**config.mk**
```make
export PLATFORM = sky130hd
export DESIGN_NAME = adc_rd_seq
export DESIGN_NICKNAME = d
export VERILOG_FILES = /design/src/rtl/adc_seq_pkg.sv /design/src/rtl/adc_stat_sync.sv /design/src/rtl/adc_dcnt.sv /design/src/rtl/adc_eoc_detect.sv /design/src/rtl/adc_rd_seq.sv
export SDC_FILE = /design/constraint.sdc
export NUM_CORES = 1
export LEC_CHECK = 0
export BUFFER_PORTS_ARGS = -buffer_cell sky130_fd_sc_hd__buf_2
export CORE_MARGIN = 5
export CORE_UTILIZATION = 40
export CTS_CLUSTER_DIAMETER = 80
export DETAILED_ROUTE_END_ITERATION = 10
export RECOVER_POWER = 50
export SYNTH_ARGS = -nofsm -noshare
export SYNTH_HDL_FRONTEND = slang
export SYNTH_SLANG_ARGS = --single-unit
```
**constraint.sdc**
```tcl
create_clock -name clk -period 2.56 [get_ports clk]
set_input_delay 0.256 -clock clk [delete_from_list [all_inputs] [get_ports clk]]
set_output_delay 0.256 -clock clk [all_outputs]
set_load 0.02 [all_outputs]
```
**src/rtl/adc_seq_pkg.sv**
```systemverilog
package adc_seq_pkg;

  typedef enum logic [2:0] {
    S_IDLE,
    S_START,
    S_WAIT,
    S_READ,
    S_OUT,
    S_GAP
  } seq_state_t;

  function automatic int max3(input int a, input int b, input int c);
    int m;
    m = (a > b) ? a : b;
    return (m > c) ? m : c;
  endfunction

endpackage

```
**src/rtl/adc_stat_sync.sv**
```systemverilog
// Multi-stage synchronizer for the converter status pin with edge detection
// on the synchronized copy. Resets to the idle-high level.
module adc_stat_sync #(
  parameter int STAGES = 2
) (
  input  logic clk,
  input  logic rst_n,
  input  logic stat_in,
  output logic stat_s,
  output logic stat_rise,
  output logic stat_fall
);

  logic [STAGES:0] shreg;

  always_ff @(posedge clk or negedge rst_n) begin
    if (!rst_n) shreg <= '1;
    else        shreg <= {shreg[STAGES-1:0], stat_in};
  end

  assign stat_s    = shreg[STAGES-1];
  assign stat_rise = shreg[STAGES-1] & ~shreg[STAGES];
  assign stat_fall = ~shreg[STAGES-1] & shreg[STAGES];

endmodule

```
**src/rtl/adc_dcnt.sv**
```systemverilog
// Down counter that stops at zero; used for the power-up and track intervals.
module adc_dcnt #(
  parameter int W       = 8,
  parameter int RST_VAL = 0
) (
  input  logic         clk,
  input  logic         rst_n,
  input  logic         load,
  input  logic [W-1:0] load_val,
  output logic         done
);

  logic [W-1:0] cnt;

  always_ff @(posedge clk or negedge rst_n) begin
    if (!rst_n)          cnt <= W'(RST_VAL);
    else if (load)       cnt <= load_val;
    else if (cnt != '0)  cnt <= cnt - 1'b1;
  end

  assign done = (cnt == '0);

endmodule

```
**src/rtl/adc_eoc_detect.sv**
```systemverilog
// Selects the end-of-conversion event for the chosen status convention.
module adc_eoc_detect (
  input  logic clk,
  input  logic rst_n,
  input  logic int_mode,
  input  logic armed,
  input  logic stat_s,
  input  logic stat_rise,
  input  logic stat_fall,
  output logic eoc
);

  logic seen_low;

  always_ff @(posedge clk or negedge rst_n) begin
    if (!rst_n)                seen_low <= 1'b0;
    else if (!armed)           seen_low <= 1'b0;
    else if (!stat_s)          seen_low <= 1'b1;
  end

  assign eoc = int_mode ? stat_fall : (stat_rise & seen_low);

endmodule

```
**src/rtl/adc_rd_seq.sv**
```systemverilog
module adc_rd_seq
  import adc_seq_pkg::*;
#(
  parameter int DATA_W      = 12,
  parameter int CNV_CYC     = 6,
  parameter int RD_CYC      = 15,
  parameter int GAP_CYC     = 70,
  parameter int PWRUP_CYC   = 420,
  parameter int TMO_CYC     = 1000,
  parameter int SYNC_STAGES = 2
) (
  input  logic              clk,
  input  logic              rst_n,
  input  logic              cfg_int_mode,
  input  logic              req,
  input  logic              adc_stat,
  input  logic [DATA_W-1:0] adc_data,
  output logic              adc_cnv_n,
  output logic              adc_cs_n,
  output logic              adc_rd_n,
  output logic              out_valid,
  input  logic              out_ready,
  output logic [DATA_W-1:0] out_data,
  output logic              timeout_err
);

  localparam int PH_MAX = max3(CNV_CYC, RD_CYC, TMO_CYC);
  localparam int PH_W   = $clog2(PH_MAX + 1);
  localparam int GAP_W  = $clog2(GAP_CYC + 1);
  localparam int PWR_W  = $clog2(PWRUP_CYC + 1);

  seq_state_t        state;
  logic [PH_W-1:0]   ph;
  logic [DATA_W-1:0] word_q;
  logic              err_q;

  logic stat_s, stat_rise, stat_fall, eoc;
  logic pwr_done, gap_done, gap_load;

  adc_stat_sync #(.STAGES(SYNC_STAGES)) i_sync (
    .clk      (clk),
    .rst_n    (rst_n),
    .stat_in  (adc_stat),
    .stat_s   (stat_s),
    .stat_rise(stat_rise),
    .stat_fall(stat_fall)
  );

  adc_eoc_detect i_eoc (
    .clk      (clk),
    .rst_n    (rst_n),
    .int_mode (cfg_int_mode),
    .armed    (state == S_START || state == S_WAIT),
    .stat_s   (stat_s),
    .stat_rise(stat_rise),
    .stat_fall(stat_fall),
    .eoc      (eoc)
  );

  adc_dcnt #(.W(PWR_W), .RST_VAL(PWRUP_CYC)) i_pwr_cnt (
    .clk     (clk),
    .rst_n   (rst_n),
    .load    (1'b0),
    .load_val('0),
    .done    (pwr_done)
  );

  assign gap_load = (state == S_WAIT) && eoc;

  adc_dcnt #(.W(GAP_W), .RST_VAL(0)) i_gap_cnt (
    .clk     (clk),
    .rst_n   (rst_n),
    .load    (gap_load),
    .load_val(GAP_W'(GAP_CYC)),
    .done    (gap_done)
  );

  always_ff @(posedge clk or negedge rst_n) begin
    if (!rst_n) begin
      state  <= S_IDLE;
      ph     <= '0;
      word_q <= '0;
      err_q  <= 1'b0;
    end else begin
      case (state)
        S_IDLE: begin
          ph <= '0;
          if (pwr_done && gap_done && req && (!cfg_int_mode || stat_s))
            state <= S_START;
        end
        S_START: begin
          if (ph == PH_W'(CNV_CYC - 1)) begin
            state <= S_WAIT;
            ph    <= '0;
          end else begin
            ph <= ph + 1'b1;
          end
        end
        S_WAIT: begin
          if (eoc) begin
            state <= S_READ;
            ph    <= '0;
          end else if (ph == PH_W'(TMO_CYC - 1)) begin
            state <= S_IDLE;
            ph    <= '0;
            err_q <= 1'b1;
          end else begin
            ph <= ph + 1'b1;
          end
        end
        S_READ: begin
          if (ph == PH_W'(RD_CYC - 1)) begin
            word_q <= adc_data;
            state  <= S_OUT;
            ph     <= '0;
          end else begin
            ph <= ph + 1'b1;
          end
        end
        S_OUT: begin
          if (out_ready) state <= S_GAP;
        end
        S_GAP: begin
          if (gap_done) state <= S_IDLE;
        end
        default: state <= S_IDLE;
      endcase
    end
  end

  assign adc_cnv_n   = (state != S_START);
  assign adc_cs_n    = (state != S_READ);
  assign adc_rd_n    = (state != S_READ);
  assign out_valid   = (state == S_OUT);
  assign out_data    = word_q;
  assign timeout_err = err_q;

endmodule

```
---- Word-level counts from Yosys, hierarchy flattened ----
Index checks and enable logic that the tools add are counted.
storage, ports and cells
  bits in registers ....................... 46
  input port bits ......................... 18
  output and inout bits ................... 17
  logic and storage cells ................. 69
cells by class
  $add $sub $neg .......................... 3
  equality and inequality tests ........... 17
  mux-type cells .......................... 18
  bitwise operators ....................... 6
  reduce and logical (&&, ||, !) cells .... 17
operators by type and width
  kind                                                                     number
  10-bit two-way mux                                                       4
  10-bit case mux with 4 select lines                                      1
  3-bit two-way mux                                                        7
  3-bit case mux with 6 select lines                                       1
  7-bit two-way mux                                                        2
  10-bit by 1-bit adder with 10-bit output, second input constant          1
  10-bit equality test, second input constant                              1
  10-bit by 3-bit equality test with 1-bit output, second input constant   1
  10-bit by 4-bit equality test with 1-bit output, second input constant   1
  9-bit zero test                                                          1
  9-bit nonzero test                                                       1
  9-bit by 1-bit subtractor with 9-bit output, second input constant       1
  2-bit inequality test, second input constant                             4
  7-bit zero test                                                          1
  7-bit nonzero test                                                       1
  7-bit by 1-bit subtractor with 7-bit output, second input constant       1
  3-bit by 2-bit equality test with 1-bit output, second input constant    2
  3-bit equality test, second input constant                               2
  3-bit by 2-bit inequality test with 1-bit output, second input constant  2
  6-bit AND reduction                                                      1
  1-bit logical AND                                                        4
  2-bit by 1-bit inequality test with 1-bit output, second input constant  2
  4-bit nonzero test                                                       1
  1-bit AND                                                                3
  other kinds (10)                                                         15

---- Logic depth before layout (Yosys ltp) ----
  depth after elaboration ................. 6
  gate-level depth with buffers ........... 8
  gate-level depth less buffers ........... 7

---- Hierarchy ----
A second synthesis with hierarchy kept.
second synthesis, totals
  cells, all modules ...................... 238
  area total of the unflattened synthesis .. 2,491.1 um^2
by module, submodules not included
  module                 times used  cells an instance  area each (um^2)  seq. area each (um^2)
  adc_rd_seq             1           127                1,375.1           650.6
  adc_dcnt at i_pwr_cnt  1           57                 539.3             230.2
  adc_dcnt at i_gap_cnt  1           43                 434.2             175.2
  adc_stat_sync          1           5                  93.8              78.8
  adc_eoc_detect         1           6                  48.8              25.0

---- Worst setup path before layout ----
No wires, ideal clock.
  path type ............................... reg-to-reg
  start point ............................. reg ph[0]
  end point ............................... reg word_q[10] (netlist: out_data[10])
  setup time .............................. 0.125 ns
  data arrival time ....................... 1.723 ns
  required time ........................... 2.435 ns
  setup slack ............................. 0.712 ns
  stages on the path, launching flop included .. 8
  buffers on the path ..................... 1
  period minus slack after synthesis ...... 1.848 ns
  cell sequence ........................... dfrtp_1 > inv_1 > ha_1 > and3_1 > and3_1 > nand3_1 > buf_2 > mux2_2
on the way
  cells in the longest elaborated chain, start to end .. 2
RTL lines
  what                                             line               source
  start: declaration                               adc_rd_seq.sv:33   logic [PH_W-1:0] ph;
  start signal: assignment                         adc_rd_seq.sv:96   ph <= ph + 1'b1;
  start signal: assignment                         adc_rd_seq.sv:108  ph <= ph + 1'b1;
  start signal: assignment                         adc_rd_seq.sv:117  ph <= ph + 1'b1;
  10-bit by 4-bit equality test with 1-bit output  adc_rd_seq.sv:112  if (ph == PH_W'(RD_CYC - 1)) begin
  2-bit AND reduction (no line)                    n/a
  end signal: assignment                           adc_rd_seq.sv:113  word_q <= adc_data;
  end: declaration                                 adc_rd_seq.sv:34   logic [DATA_W-1:0] word_q;
Every way passes these cells.
A chain may end at the register's enable or synchronous reset.

---- Worst setup path after layout ----
  start point ............................. reg ph[0]
  end point ............................... reg ph[9]
on the way
  cells in the longest elaborated chain, start to end .. 4
  elaborated cells between the ends (all ways) .. 9
  those cells by class .................... add/sub: 1; eq/ne: 3; mux: 5
RTL lines
  what                                                                                     line               source
  10-bit by 1-bit adder with 10-bit output / 10-bit equality test (equally long branches)  n/a
  10-bit two-way mux                                                                       adc_rd_seq.sv:103  end else if (ph == PH_W'(TMO_CYC - 1)) begin
  10-bit two-way mux                                                                       adc_rd_seq.sv:100  if (eoc) begin
  10-bit case mux with 4 select lines *                                                    adc_rd_seq.sv:85   case (state)
Mark *: on every way between the ends. The rest lies on a longest branch, timed or not.

==> impl_metrics.py <==
metrics = {
    "status": {
        "status": "completed",
    },
    "clocking": {
        "post-cts-setup-buffers": 0,
        "cts_tree": "built",
        "numCtsBuffers": 5,
        "hold_buffers": 1,
        "path_clk_slew_ps": 90,
        "clock_latency_ps": 290,
        "htree_levels": 2,
        "cts_resized": 0,
        "cts_sinks": 46,
        "cts_buffer_depth": 2,
        "root_buffer": "clkbuf_8",
    },
    "place": {
        "place_congestion": 0.776,
        "post-place-ws_ps": 427,
        "place_hpwl_um": 3250,
        "place_inst": 311,
        "io_buffers": 34,
    },
    "timing": {
        "clock_skew_ps": 3.97,
        "hold_viol": 0,
        "worstMarginPinSlew_ps": 1140,
        "worst_slack_ps": 417,
        "finalSetupViolCount": 0,
        "post-route-period-util_pct": 83.7,
        "slew_viol_final": 0,
        "max_freq_mhz": 467,
        "period_needed_ps": 2140,
        "slew_headroom_pct": 24.0,
        "setup_tns_ps": 0,
        "rsz0062_at_grt": "false",
    },
    "routing": {
        "first_iter_violations": 63,
        "ant_nets": 0,
        "wl_per_cell_um": 13.9,
        "routed_wl_um": 4430,
        "vias": 1666,
        "drc": 0,
        "first_pass_iters": 6,
        "viasPerCell": 5.21,
    },
    "power": {
        "switching_share_pct": 22.2,
        "p_sw_uw": 302,
        "clock_power_share_pct": 40.6,
        "p_int_mw": 1.06,
        "power.density_nw_per_um2": 514,
        "power_frac_comb_pct": 4.5,
        "seq_power_share_pct": 55.0,
        "p_leak_nw": 1.20,
        "vdd_ir_drop_max_mv": 0.410,
    },
    "floorplanning": {
        "initial_core_util_pct": 41.5,
        "die_h_um": 85.8,
        "ios": 35,
        "fp.coreArea_um2": 5540,
        "die_area_um2": 7370,
        "placementRows": 27,
        "chipWidth_um": 85.8,
    },
    "synthesis": {
        "synth_common_cells": "dfrtp_1, nor2_1, mux2_2",
        "synth-seq-cells": 46,
        "synth_top_area_share_pct": 42.4,
        "ys_types": 44,
        "synth_area_um2": 2300,
        "syn_nets": 235,
        "yosysMostFrequentCell": "dfrtp_1",
        "ys_top_cells_by_area": "dfrtp_1, dfstp_2, mux2_2",
        "syn_avg_cell_area_um2": 11.0,
        "synth_edf_count": 0,
        "async_flop_share_pct": 100,
        "syn_inst": 210,
        "synth-seq-area-share_pct": 50.4,
        "synth_top_flop_cell": "dfrtp_1",
        "yosys.area.top_type": "dfrtp_1",
        "yosysWarnings": 0,
    },
    "min_path": {
        "min_path_type": "input port to flip-flop",
        "whs_path_depth": 1,
    },
    "global_route": {
        "grt_pass1_wl_um": 7760,
        "overflow": 0,
        "grt_max_degree": 28,
        "grt_pass1_vias": 1645,
        "grt_use_total_pct": 12.9,
        "antenna_found_initial": 0,
    },
    "layout": {
        "stdcell_count": 320,
        "antenna_cells": 0,
        "final_nets": 272,
        "multi_input_area_um2": 1050,
        "area_growth_pct": 14.7,
        "drive_gt1_share_pct": 23.0,
        "register_area_um2": 1160,
        "fin_util_pct": 47.6,
        "num-fill-cells": 544,
    },
    "worst_setup_path": {
        "cp-end-kind": "flip-flop",
        "cp.arrival_ps": 2380,
        "worstPathMaxFanout": 18,
        "r2r_cells": 7,
        "crit_required_ps": 2800,
        "worstSetupPathType": "flip-flop to flip-flop",
        "startpoint_type": "flip-flop",
    },
    "flow_run": {
        "drv_cap": 0,
    },
}
## stage by stage
stage	total power [mW]	area, um^2	hold slack (ps)
after floorplan	0.783	2300	-39.6
after global placement	0.823	2540	248
after detailed placement	0.825	2540	246
after CTS	1.38	2660	40.8
after global routing	1.41	2640	31.6
final	1.36	2640	47.6
## layout make-up
class	count	area share [%]
repair buffers	37	6.64
clock inverters	3	1.66
multi-input cells	144	39.9
inverters	13	1.85
flip-flops and latches	46	44.0
well taps	72	3.41
clock buffers	5	2.61
## cells in the final DEF, fill, tap and decap left out, types with 4 or more instances in the layout
cell type  count
a21oi_1        7
and3_1         4
buf_2         20
clkbuf_1      14
clkbuf_8       5
dfrtp_1       39
dfstp_2        6
ha_1           7
inv_1         13
mux2_2        15
nand2_1       14
nand2b_1       4
nand3_1        6
nor2_1        16
nor3_1         4
nor4_1         7
o21ai_0        7
xnor2_1        8
xor2_1         4
## routing by layer
layer  vias up  track usage [%]  part of all wire [%]
li1        821                -                     -
met1       809             19.3                    50
met2        33             19.1                    44
met3         3             3.46                   4.6
met4         0             1.73                  0.36
met5         -                0                     0
## final timing paths
check | slack, ps | from | to
hold reg to reg | 370 | i_sync.shreg[0]$_DFF_PN1_ | i_sync.shreg[1]$_DFF_PN1_
max in group asynchronous | 630 | rst_n | out_data[5]$_DFFE_PN0P_
hold / removal | 50 | adc_stat | i_sync.shreg[0]$_DFF_PN1_
setup reg to reg | 420 | ph[0]$_DFFE_PN0P_ | ph[9]$_DFFE_PN0P_
min in group asynchronous | 700 | rst_n | i_gap_cnt.cnt[1]$_DFFE_PN0P_
setup / recovery | 420 | ph[0]$_DFFE_PN0P_ | ph[9]$_DFFE_PN0P_
## power by group through the flow
stage               clock network (mW)  logic (mW)  registers (mW)
finish                           0.550      0.0604           0.746
global placement                     0      0.0644           0.759
global route                     0.594      0.0692           0.748
floorplan                            0      0.0109           0.772
CTS                              0.565      0.0663           0.746
detailed placement                   0      0.0650           0.760
## registers in the layout, summed over array words and instances, names as in the netlist
signal / cells
timeout_err: 1
i_pwr_cnt.cnt: 9
state: 3
ph: 10
i_gap_cnt.cnt: 7
out_data: 12
i_eoc.seen_low: 1
i_sync.shreg: 3
## critical path, cell delays in order (launching register included)
cell and delay, ps:
dfrtp_1 450, inv_1 70, ha_1 180, and3_1 170
and3_1 220, o221ai_4 430, or4b_1 480, nand3_1 80
## logic make-up after synthesis
| kind of cell | share of synthesized area (%) |
|---|---|
| AND/OR/NAND/NOR | 18.7 |
| flip-flops | 50.4 |
| AO/OA/AOI/OAI | 10.1 |
| buffers and inverters | 3.86 |
| multiplexers | 8.65 |
| XOR/XNOR | 4.57 |
| adder cells (fa/ha/maj) | 3.81 |
Power figures use the tool's default switching activity.
